**config.mk**
```make
export PLATFORM = sky130hd
export DESIGN_NAME = wprot_status_unit
export DESIGN_NICKNAME = d
export VERILOG_FILES = /design/src/rtl/wprot_pkg.sv /design/src/rtl/wprot_wel.sv /design/src/rtl/wprot_bp.sv /design/src/rtl/wprot_gate.sv /design/src/rtl/wprot_status_unit.sv
export SDC_FILE = /design/constraint.sdc
export NUM_CORES = 1
export LEC_CHECK = 0
export BUFFER_PORTS_ARGS = -buffer_cell sky130_fd_sc_hd__clkbuf_2
export CAP_MARGIN = 0
export CORE_MARGIN = 2
export CORE_UTILIZATION = 34
export CTS_CLUSTER_DIAMETER = 30
export CTS_CLUSTER_SIZE = 25
export DETAILED_ROUTE_END_ITERATION = 6
export HOLD_SLACK_MARGIN = 0.12
export PLACE_DENSITY = 0.74
export SYNTH_ARGS = -nofsm -noshare
export SYNTH_HDL_FRONTEND = slang
export SYNTH_SLANG_ARGS = --single-unit
export TNS_END_PERCENT = 100
```
**constraint.sdc**
```tcl
create_clock -name clk_i -period 1.4 [get_ports clk_i]
set_input_delay 0.07 -clock clk_i [delete_from_list [all_inputs] [get_ports clk_i]]
set_output_delay 0.07 -clock clk_i [all_outputs]
set_load 0.1 [all_outputs]
```
**src/rtl/wprot_pkg.sv**
```systemverilog
package wprot_pkg;
  typedef enum logic [1:0] {
    LVL_NONE = 2'b00,
    LVL_QTR  = 2'b01,
    LVL_HALF = 2'b10,
    LVL_ALL  = 2'b11
  } prot_lvl_e;

  localparam int unsigned STATUS_W = 8;
  localparam int unsigned LVL_LSB  = 2;
endpackage

```
**src/rtl/wprot_wel.sv**
```systemverilog
module wprot_wel (
  input  logic clk_i,
  input  logic rst_ni,
  input  logic sel_start_i,
  input  logic sel_end_i,
  input  logic bit_i,
  input  logic wren_i,
  input  logic wrdi_i,
  input  logic busy_i,
  output logic wel_o
);
  logic armed_q, busy_q, wel_q;
  logic busy_fall;

  assign busy_fall = busy_q && !busy_i;

  always_ff @(posedge clk_i or negedge rst_ni) begin
    if (!rst_ni) begin
      armed_q <= 1'b0;
      busy_q  <= 1'b0;
    end else begin
      busy_q <= busy_i;
      if (sel_start_i)             armed_q <= 1'b0;
      else if (wren_i && !busy_i)  armed_q <= 1'b1;
      else if (bit_i || sel_end_i) armed_q <= 1'b0;
    end
  end

  // clear has priority over set
  always_ff @(posedge clk_i or negedge rst_ni) begin
    if (!rst_ni)                                 wel_q <= 1'b0;
    else if (wrdi_i && !busy_i)                  wel_q <= 1'b0;
    else if (busy_fall)                          wel_q <= 1'b0;
    else if (sel_end_i && armed_q && !busy_i)    wel_q <= 1'b1;
  end

  assign wel_o = wel_q;

  p_wel_rise_r3: assert property (@(posedge clk_i) disable iff (!rst_ni)
    $rose(wel_q) |-> $past(sel_end_i && armed_q));
  p_wel_fall_r4: assert property (@(posedge clk_i) disable iff (!rst_ni)
    $fell(wel_q) |-> $past(wrdi_i || (busy_q && !busy_i)));
endmodule

```
**src/rtl/wprot_bp.sv**
```systemverilog
module wprot_bp
  import wprot_pkg::*;
#(
  parameter int unsigned ADDR_W = 9
) (
  input  logic              clk_i,
  input  logic              rst_ni,
  input  logic              wr_en_i,
  input  logic [1:0]        wr_lvl_i,
  input  logic [ADDR_W-1:0] lo_i,
  input  logic [ADDR_W-1:0] hi_i,
  output logic [1:0]        lvl_o,
  output logic              hit_o
);
  localparam logic [ADDR_W-1:0] QTR_START  = ADDR_W'(3) << (ADDR_W - 2);
  localparam logic [ADDR_W-1:0] HALF_START = ADDR_W'(1) << (ADDR_W - 1);

  prot_lvl_e lvl_q;

  always_ff @(posedge clk_i or negedge rst_ni) begin
    if (!rst_ni)      lvl_q <= LVL_NONE;
    else if (wr_en_i) lvl_q <= prot_lvl_e'(wr_lvl_i);
  end

  // region is top-aligned: a wrapped burst still hits iff an end is inside
  always_comb begin
    unique case (lvl_q)
      LVL_NONE: hit_o = 1'b0;
      LVL_QTR:  hit_o = (lo_i >= QTR_START) || (hi_i >= QTR_START);
      LVL_HALF: hit_o = (lo_i >= HALF_START) || (hi_i >= HALF_START);
      default:  hit_o = 1'b1;
    endcase
  end

  assign lvl_o = lvl_q;

  p_lvl_change_r5: assert property (@(posedge clk_i) disable iff (!rst_ni)
    !$stable(lvl_q) |-> $past(wr_en_i));
endmodule

```
**src/rtl/wprot_gate.sv**
```systemverilog
module wprot_gate (
  input  logic clk_i,
  input  logic rst_ni,
  input  logic sel_start_i,
  input  logic sel_end_i,
  input  logic commit_i,
  input  logic wrsr_i,
  input  logic wel_i,
  input  logic wp_i,
  input  logic busy_i,
  input  logic hit_i,
  output logic sr_wr_o,
  output logic grant_o,
  output logic deny_o
);
  logic sel_q, wp_q, dropped_q, grant_q, deny_q;
  logic req, ok;

  always_ff @(posedge clk_i or negedge rst_ni) begin
    if (!rst_ni) begin
      sel_q     <= 1'b0;
      wp_q      <= 1'b1;
      dropped_q <= 1'b0;
    end else begin
      wp_q <= wp_i;
      if (sel_start_i)    sel_q <= 1'b1;
      else if (sel_end_i) sel_q <= 1'b0;
      if (sel_start_i)                     dropped_q <= 1'b0;
      else if (sel_q && wp_q && !wp_i)     dropped_q <= 1'b1;
    end
  end

  assign req = commit_i || wrsr_i;
  assign ok  = wel_i && wp_i && !dropped_q && !busy_i && !grant_q &&
               (wrsr_i || !hit_i);
  assign sr_wr_o = wrsr_i && ok;

  always_ff @(posedge clk_i or negedge rst_ni) begin
    if (!rst_ni) begin
      grant_q <= 1'b0;
      deny_q  <= 1'b0;
    end else begin
      grant_q <= req && ok;
      deny_q  <= req && !ok;
    end
  end

  assign grant_o = grant_q;
  assign deny_o  = deny_q;

  p_excl_r10: assert property (@(posedge clk_i) disable iff (!rst_ni)
    !(grant_q && deny_q));
  p_resp_r10: assert property (@(posedge clk_i) disable iff (!rst_ni)
    req |=> (grant_q || deny_q));
  p_grant_wel_r9: assert property (@(posedge clk_i) disable iff (!rst_ni)
    grant_q |-> $past(wel_i && !busy_i));
  p_grant_wp_r7: assert property (@(posedge clk_i) disable iff (!rst_ni)
    grant_q |-> $past(wp_i));
endmodule

```
**src/rtl/wprot_status_unit.sv**
```systemverilog
module wprot_status_unit
  import wprot_pkg::*;
#(
  parameter int unsigned ADDR_W = 9
) (
  input  logic                clk_i,
  input  logic                rst_ni,
  input  logic                sel_start_i,
  input  logic                sel_end_i,
  input  logic                bit_i,
  input  logic                wren_i,
  input  logic                wrdi_i,
  input  logic                wrsr_i,
  input  logic [STATUS_W-1:0] wrsr_data_i,
  input  logic                commit_i,
  input  logic [ADDR_W-1:0]   commit_lo_i,
  input  logic [ADDR_W-1:0]   commit_hi_i,
  input  logic                wp_i,
  input  logic                busy_i,
  output logic [STATUS_W-1:0] status_o,
  output logic                grant_o,
  output logic                deny_o
);
  logic       wel, hit, sr_wr;
  logic [1:0] lvl;
  logic       unused_sr_bits;

  assign unused_sr_bits = ^{wrsr_data_i[7:4], wrsr_data_i[1:0]};

  wprot_wel u_wel (
    .clk_i, .rst_ni, .sel_start_i, .sel_end_i, .bit_i,
    .wren_i, .wrdi_i, .busy_i, .wel_o(wel)
  );

  wprot_bp #(.ADDR_W(ADDR_W)) u_bp (
    .clk_i, .rst_ni,
    .wr_en_i (sr_wr),
    .wr_lvl_i(wrsr_data_i[LVL_LSB+1:LVL_LSB]),
    .lo_i    (commit_lo_i),
    .hi_i    (commit_hi_i),
    .lvl_o   (lvl),
    .hit_o   (hit)
  );

  wprot_gate u_gate (
    .clk_i, .rst_ni, .sel_start_i, .sel_end_i, .commit_i, .wrsr_i,
    .wel_i(wel), .wp_i, .busy_i, .hit_i(hit),
    .sr_wr_o(sr_wr), .grant_o, .deny_o
  );

  assign status_o = busy_i ? '1 : {4'b0000, lvl, wel, 1'b0};

  p_busy_ff_r2: assert property (@(posedge clk_i) disable iff (!rst_ni)
    busy_i |-> (status_o == 8'hFF));
endmodule

```
==> out/metrics.cfg, run 1 <==
[outcome]
outcome = completed

[critical_path]
startpoint_type = register
path_delay_family = flip-flops
worstPathMaxFanout = 4
crit_chain = nor4b_4, mux2_2
required_ns = 1.55
cpPeakStageDelay_ns = 0.50
cp.arrival_ns = 1.50
crit_path_end_kind = register
path_class = reg -> reg
slowest_stage = dfrtp_4
path_buf_inv = 0

[grt]
grt-ovfl-total = 0
grt_max_degree = 13
grt_usage_pct = 15.19
grt_pass1_wl_um = 1966
grt_pass1_vias = 464
antenna_found_initial = 0

[sta]
drv_slew = 0
setup_viol = 0
fin_tns_setup_ns = 0
clock_skew_ns = 0.004764
fin_crit_ns = 1.349
rsz0062_at_grt = no
hold_viol_final = 0
period_share_pct = 96.35
slew_headroom_pct = 64.07
worst_slew_pin_slew_ns = 0.5413
fmax_mhz = 741.4

[drt]
drt_iter0_drc = 19
drtPass1Iterations = 4
detail-route-antenna-nets = 0
drt-wirelength-per-cell_um = 12.13
vias = 468
routed_via_density = 4.979
drc = 0
routed_wl_um = 1140

[logic_synthesis]
synth_area_per_cell_sq_um = 11.26
synth_area_leader_cell = dfrtp_1
synthFlopType = dfrtp_1
synthTopCellsByCount = dfrtp_1 (9), nor2_1 (6), buf_4 (5)
ys_warn_count = 0
synth_edf_count = 0
synth.area.top_cells = dfrtp_1 (45%), buf_4 (7.6%), dfstp_2 (5.3%)
netlist_area_sq_um = 495.5
synthArstFlopShare_pct = 100.0
synth_seq_cells = 10
ys_seq_area_share_pct = 50.76
synth_top_area_share_pct = 45.45
syn_inst = 44
yosysMostFrequentCell = dfrtp_1
synth.distinct_cells = 21
syn_nets = 81

[finish]
syn2layout_area_growth_pct = 51.26
fill_cells = 120
drive_gt1_share_pct = 54.43
final_util_pct = 56.19
final_nets = 117
design_area_sq_um = 749.5
diodes = 0

[floorplan]
die_area_sq_mm = 0.001779
start_util_pct = 37.15
die_height_um = 42.18
core_area_sq_mm = 0.001334
die_w_um = 42.18
core.rowCount = 13
io_pins = 47

[clock_network]
cts-root-buf = clkbuf_4
clk_latency_ns = 0.26
cts_buffers = 3
cts_tree = built
htree_levels = 1
clockBufferDepth = 2
clk_pin_slew_worst_paths_ns = 0.07
cts.sinks = 10

[run]
maxCapViolations = 0

[pwr]
p_leak_nw = 0.4019
ir_worst_vdd_mv = 0.5939
power_per_cell_area_mw_per_mm2 = 1135

[place]
placed_area_sq_um = 618.1
place_congestion = 0.7984
detailed_place_hpwl_um = 773.1
port_buffers = 26

[hold_path]
hp-class = in -> reg

## sequential cells by signal, summed over array words and instances, names as in the netlist
name / count
u_gate.deny_o: 1
u_gate.wp_q: 1
u_wel.busy_q: 1
u_bp.lvl_o: 2
u_gate.grant_o: 1
u_gate.dropped_q: 1
u_wel.wel_o: 1
u_wel.armed_q: 1
u_gate.sel_q: 1
## cells in the final DEF (no fill, tap or decap), drive strengths merged, types with 2 or more instances in the layout
cell / synthesis / layout
a21oi: 2 / 2
buf: 5 / 2
clkbuf: 0 / 29
dfrtp: 9 / 9
dlygate4sd3: 0 / 9
inv: 3 / 3
mux2: 2 / 2
nor2: 6 / 6
or2: 3 / 3
## power by group
part	internal, mW	switching, mW
Combinational	0.0787	0.186
Clock	0.158	0.101
Sequential	0.310	0.0166
Total	0.546	0.304
## worst min-delay path, delay by kind of cell
kind	cells	cell delay, ns
compound gates	1	0.13
buf+inv	1	0.08
simple gates	2	0.08
## final cells by class
| class | instances | area (sq um) | share of cell area [%] |
|---|---|---|---|
| tap | 15 | 18.77 | 2.504 |
| sequential | 10 | 255.2 | 34.06 |
| timing repair buffer | 36 | 232.7 | 31.05 |
| multi-input combinational | 26 | 195.2 | 26.04 |
| inverter | 3 | 11.26 | 1.503 |
| clock buffer | 4 | 36.28 | 4.841 |
## kinds of logic after synthesis
family / synth area share [%]
AOI/OAI and AO/OA: 13.13
and+or+nand+nor: 21.71
DFF: 50.76
muxes: 4.545
buffers and inverters: 9.849
## worst paths after layout
| kind | end | slack (ns) | cells after the start | from |
|---|---|---|---|---|
| max in group asynchronous | u_gate.wp_q | 0.93 | 2 | rst_ni |
| hold reg to reg | u_gate.sel_q | 0.51 | 1 | u_gate.sel_q |
| setup reg to reg | u_bp.lvl_o[0] | 0.05 | 2 | u_gate.grant_o |
| min in group asynchronous | u_gate.deny_o | 0.21 | 2 | rst_ni |
| hold / removal | u_wel.armed_q | 0.14 | 4 | bit_i |
| setup / recovery | u_bp.lvl_o[0] | 0.05 | 2 | u_gate.grant_o |
## per-layer routing
layer  vias up  routed length, um  track usage, %
li1        218                  -               -
met1       225                428           17.20
met2        25                607           25.23
met3         0                104           6.466
met4         0                  0           5.625
met5         -                  0               0
## what timing repair did
item,in CTS,in global routing
hold buffers,9,0
setup buffers,0,0
gates resized for setup,2,1
setup endpoints to repair,2,3
endpoints found under the hold margin,19,0
pin swaps,0,1
## stage by stage
| stage | hold WS (ns) | power [mW] | worst slack [ns] | std cells |
|---|---|---|---|---|
| floorplan | -0.2256 | 0.5225 | -0.01173 | 44 |
| global route | 0.1379 | 0.8987 | 0.009627 | 94 |
| finish | 0.1403 | 0.8503 | 0.05111 | 94 |
| CTS | 0.1357 | 0.8583 | 0.01219 | 94 |
| detailed placement | -0.04784 | 0.5736 | 0.05235 | 81 |
| global placement | -0.05648 | 0.5693 | 0.05134 | 81 |
No activity file was read; power rests on OpenSTA's default activity.
==> run 2: changes to the inputs <==
clock period = 1.5 ns   (was 1.4 ns; I/O delays follow)
==> run 2 against run 1 <==
  * Cell count stayed put
  * Power is 7.0% lower
  * Sequential power is 7.1% lower
  * Sequential share of layout area hardly changed
  * Global-route usage is 2.5 points lower
  * Worst setup slack better by 0.021 ns
  * First-iteration DRC count is 63% lower
  * Non-clock buffer count stayed put
  * Clock skew is 0.0023 ns higher
  * Via count is 7.7% lower
  * Hold slack better by 0.0012 ns
  * Final area is 1.0% lower
  * Highest routed layer unchanged
==> out/metrics.cfg, run 2 (same netlist as run 1, synthesis figures left out) <==
[finish]
final_nets = 117
drive_gt1_share_pct = 54.43
final_cell_mix = clkbuf_2 (26), dlygate4sd3_1 (9), dfrtp_1 (8), nor2_1 (6)
syn2layout_area_growth_pct = 49.75
final_common_cell = clkbuf_2
final_util_pct = 55.63
fill_cells = 122
fin_cells = 94
largest_reg_flops = 2
design_area_sq_um = 742.0
diodes = 0

[clock_network]
clk_pin_slew_worst_paths_ns = 0.07
cts.sinks = 10
cts-root-buf = clkbuf_4
htree_levels = 1
post_cts_resized = 0
clockBufferDepth = 2
cts_hold_buf = 9
clk_latency_ns = 0.27
cts_tree = built
post_cts_buffers = 0
cts_buffers = 3

[sta]
fin_crit_ns = 1.428
setup_viol = 0
slew_headroom_pct = 63.93
rsz0062_at_grt = no
worst_slew_pin_slew_ns = 0.5434
drv_slew = 0
fin_tns_setup_ns = 0
clock_skew_ns = 0.007060
setup_slack_ns = 0.07221
hold_viol_final = 0
hold_ws_ns = 0.1415
fmax_mhz = 700.4
period_share_pct = 95.19

[critical_path]
required_ns = 1.42
crit_path_end_kind = output pin
cp.arrival_ns = 1.35
worstPathMaxFanout = 5
startpoint_type = register
path_class = reg -> out

[drt]
detail-route-antenna-nets = 0
routed_wl_um = 966
vias = 432
routed_via_density = 4.596
drtPass1Iterations = 4
drt_iter0_drc = 7
drt-wirelength-per-cell_um = 10.28
drc = 0

[run]
maxCapViolations = 0

[place]
placed_area_sq_um = 615.6
place_congestion = 0.8043
place_ws_ns = 0.1430
dpl.cell_count = 81
detailed_place_hpwl_um = 735.2
port_buffers = 26

[pwr]
ir_worst_vdd_mv = 0.5580
power_uw = 790.4
p_leak_nw = 0.4016
power_per_cell_area_mw_per_mm2 = 1065

[floorplan]
start_util_pct = 37.15
die_w_um = 42.18
core.rowCount = 13
die_area_sq_mm = 0.001779
io_pins = 47
die_height_um = 42.18
core_area_sq_mm = 0.001334

[grt]
antenna_found_initial = 0
grt-ovfl-total = 0
grt_usage_pct = 12.66
grt_pass1_wl_um = 1593
grt_max_degree = 13
grt_pass1_vias = 362

[outcome]
outcome = completed

[hold_path]
hp-class = in -> reg

run 2: critical path, stage by stage (launching register included):
cell and delay [ns]:
dfrtp_1 0.42, or2_2 0.29, clkbuf_2 0.37
run 2: power by group:
part / internal [mW] / total, mW / switching [mW]
logic: 0.0707 / 0.243 / 0.172
clock network: 0.147 / 0.245 / 0.0973
registers: 0.289 / 0.303 / 0.0142
run 2: worst paths after layout:
| kind | to | slack, ns | start | cells past startpoint |
|---|---|---|---|---|
| worst min-delay path | u_wel.armed_q | 0.14 | bit_i | 4 |
| max in group asynchronous | u_gate.wp_q | 1.05 | rst_ni | 2 |
| min in group asynchronous | u_gate.deny_o | 0.19 | rst_ni | 2 |
| worst min register to register | u_gate.sel_q | 0.49 | u_gate.sel_q | 1 |
| worst max-delay path | status_o[2] | 0.07 | u_bp.lvl_o[0] | 2 |
| worst max register to register | u_bp.lvl_o[1] | 0.15 | u_wel.wel_o | 3 |
run 2: cell type report:
| cell class | count | area [sq um] | area share (%) |
|---|---|---|---|
| multi-input cells | 26 | 195.2 | 26.31 |
| repair buffers | 36 | 227.7 | 30.69 |
| well taps | 15 | 18.77 | 2.530 |
| flip-flops and latches | 10 | 252.7 | 34.06 |
| inverters | 3 | 11.26 | 1.518 |
| clock buffers | 4 | 36.28 | 4.890 |
run 2: metal layers:
metal / track usage, % / wire length (um)
met1: 15.73 / 431
met2: 17.23 / 459
met3: 6.466 / 75
met4: 7.500 / 0
met5: 0 / 0
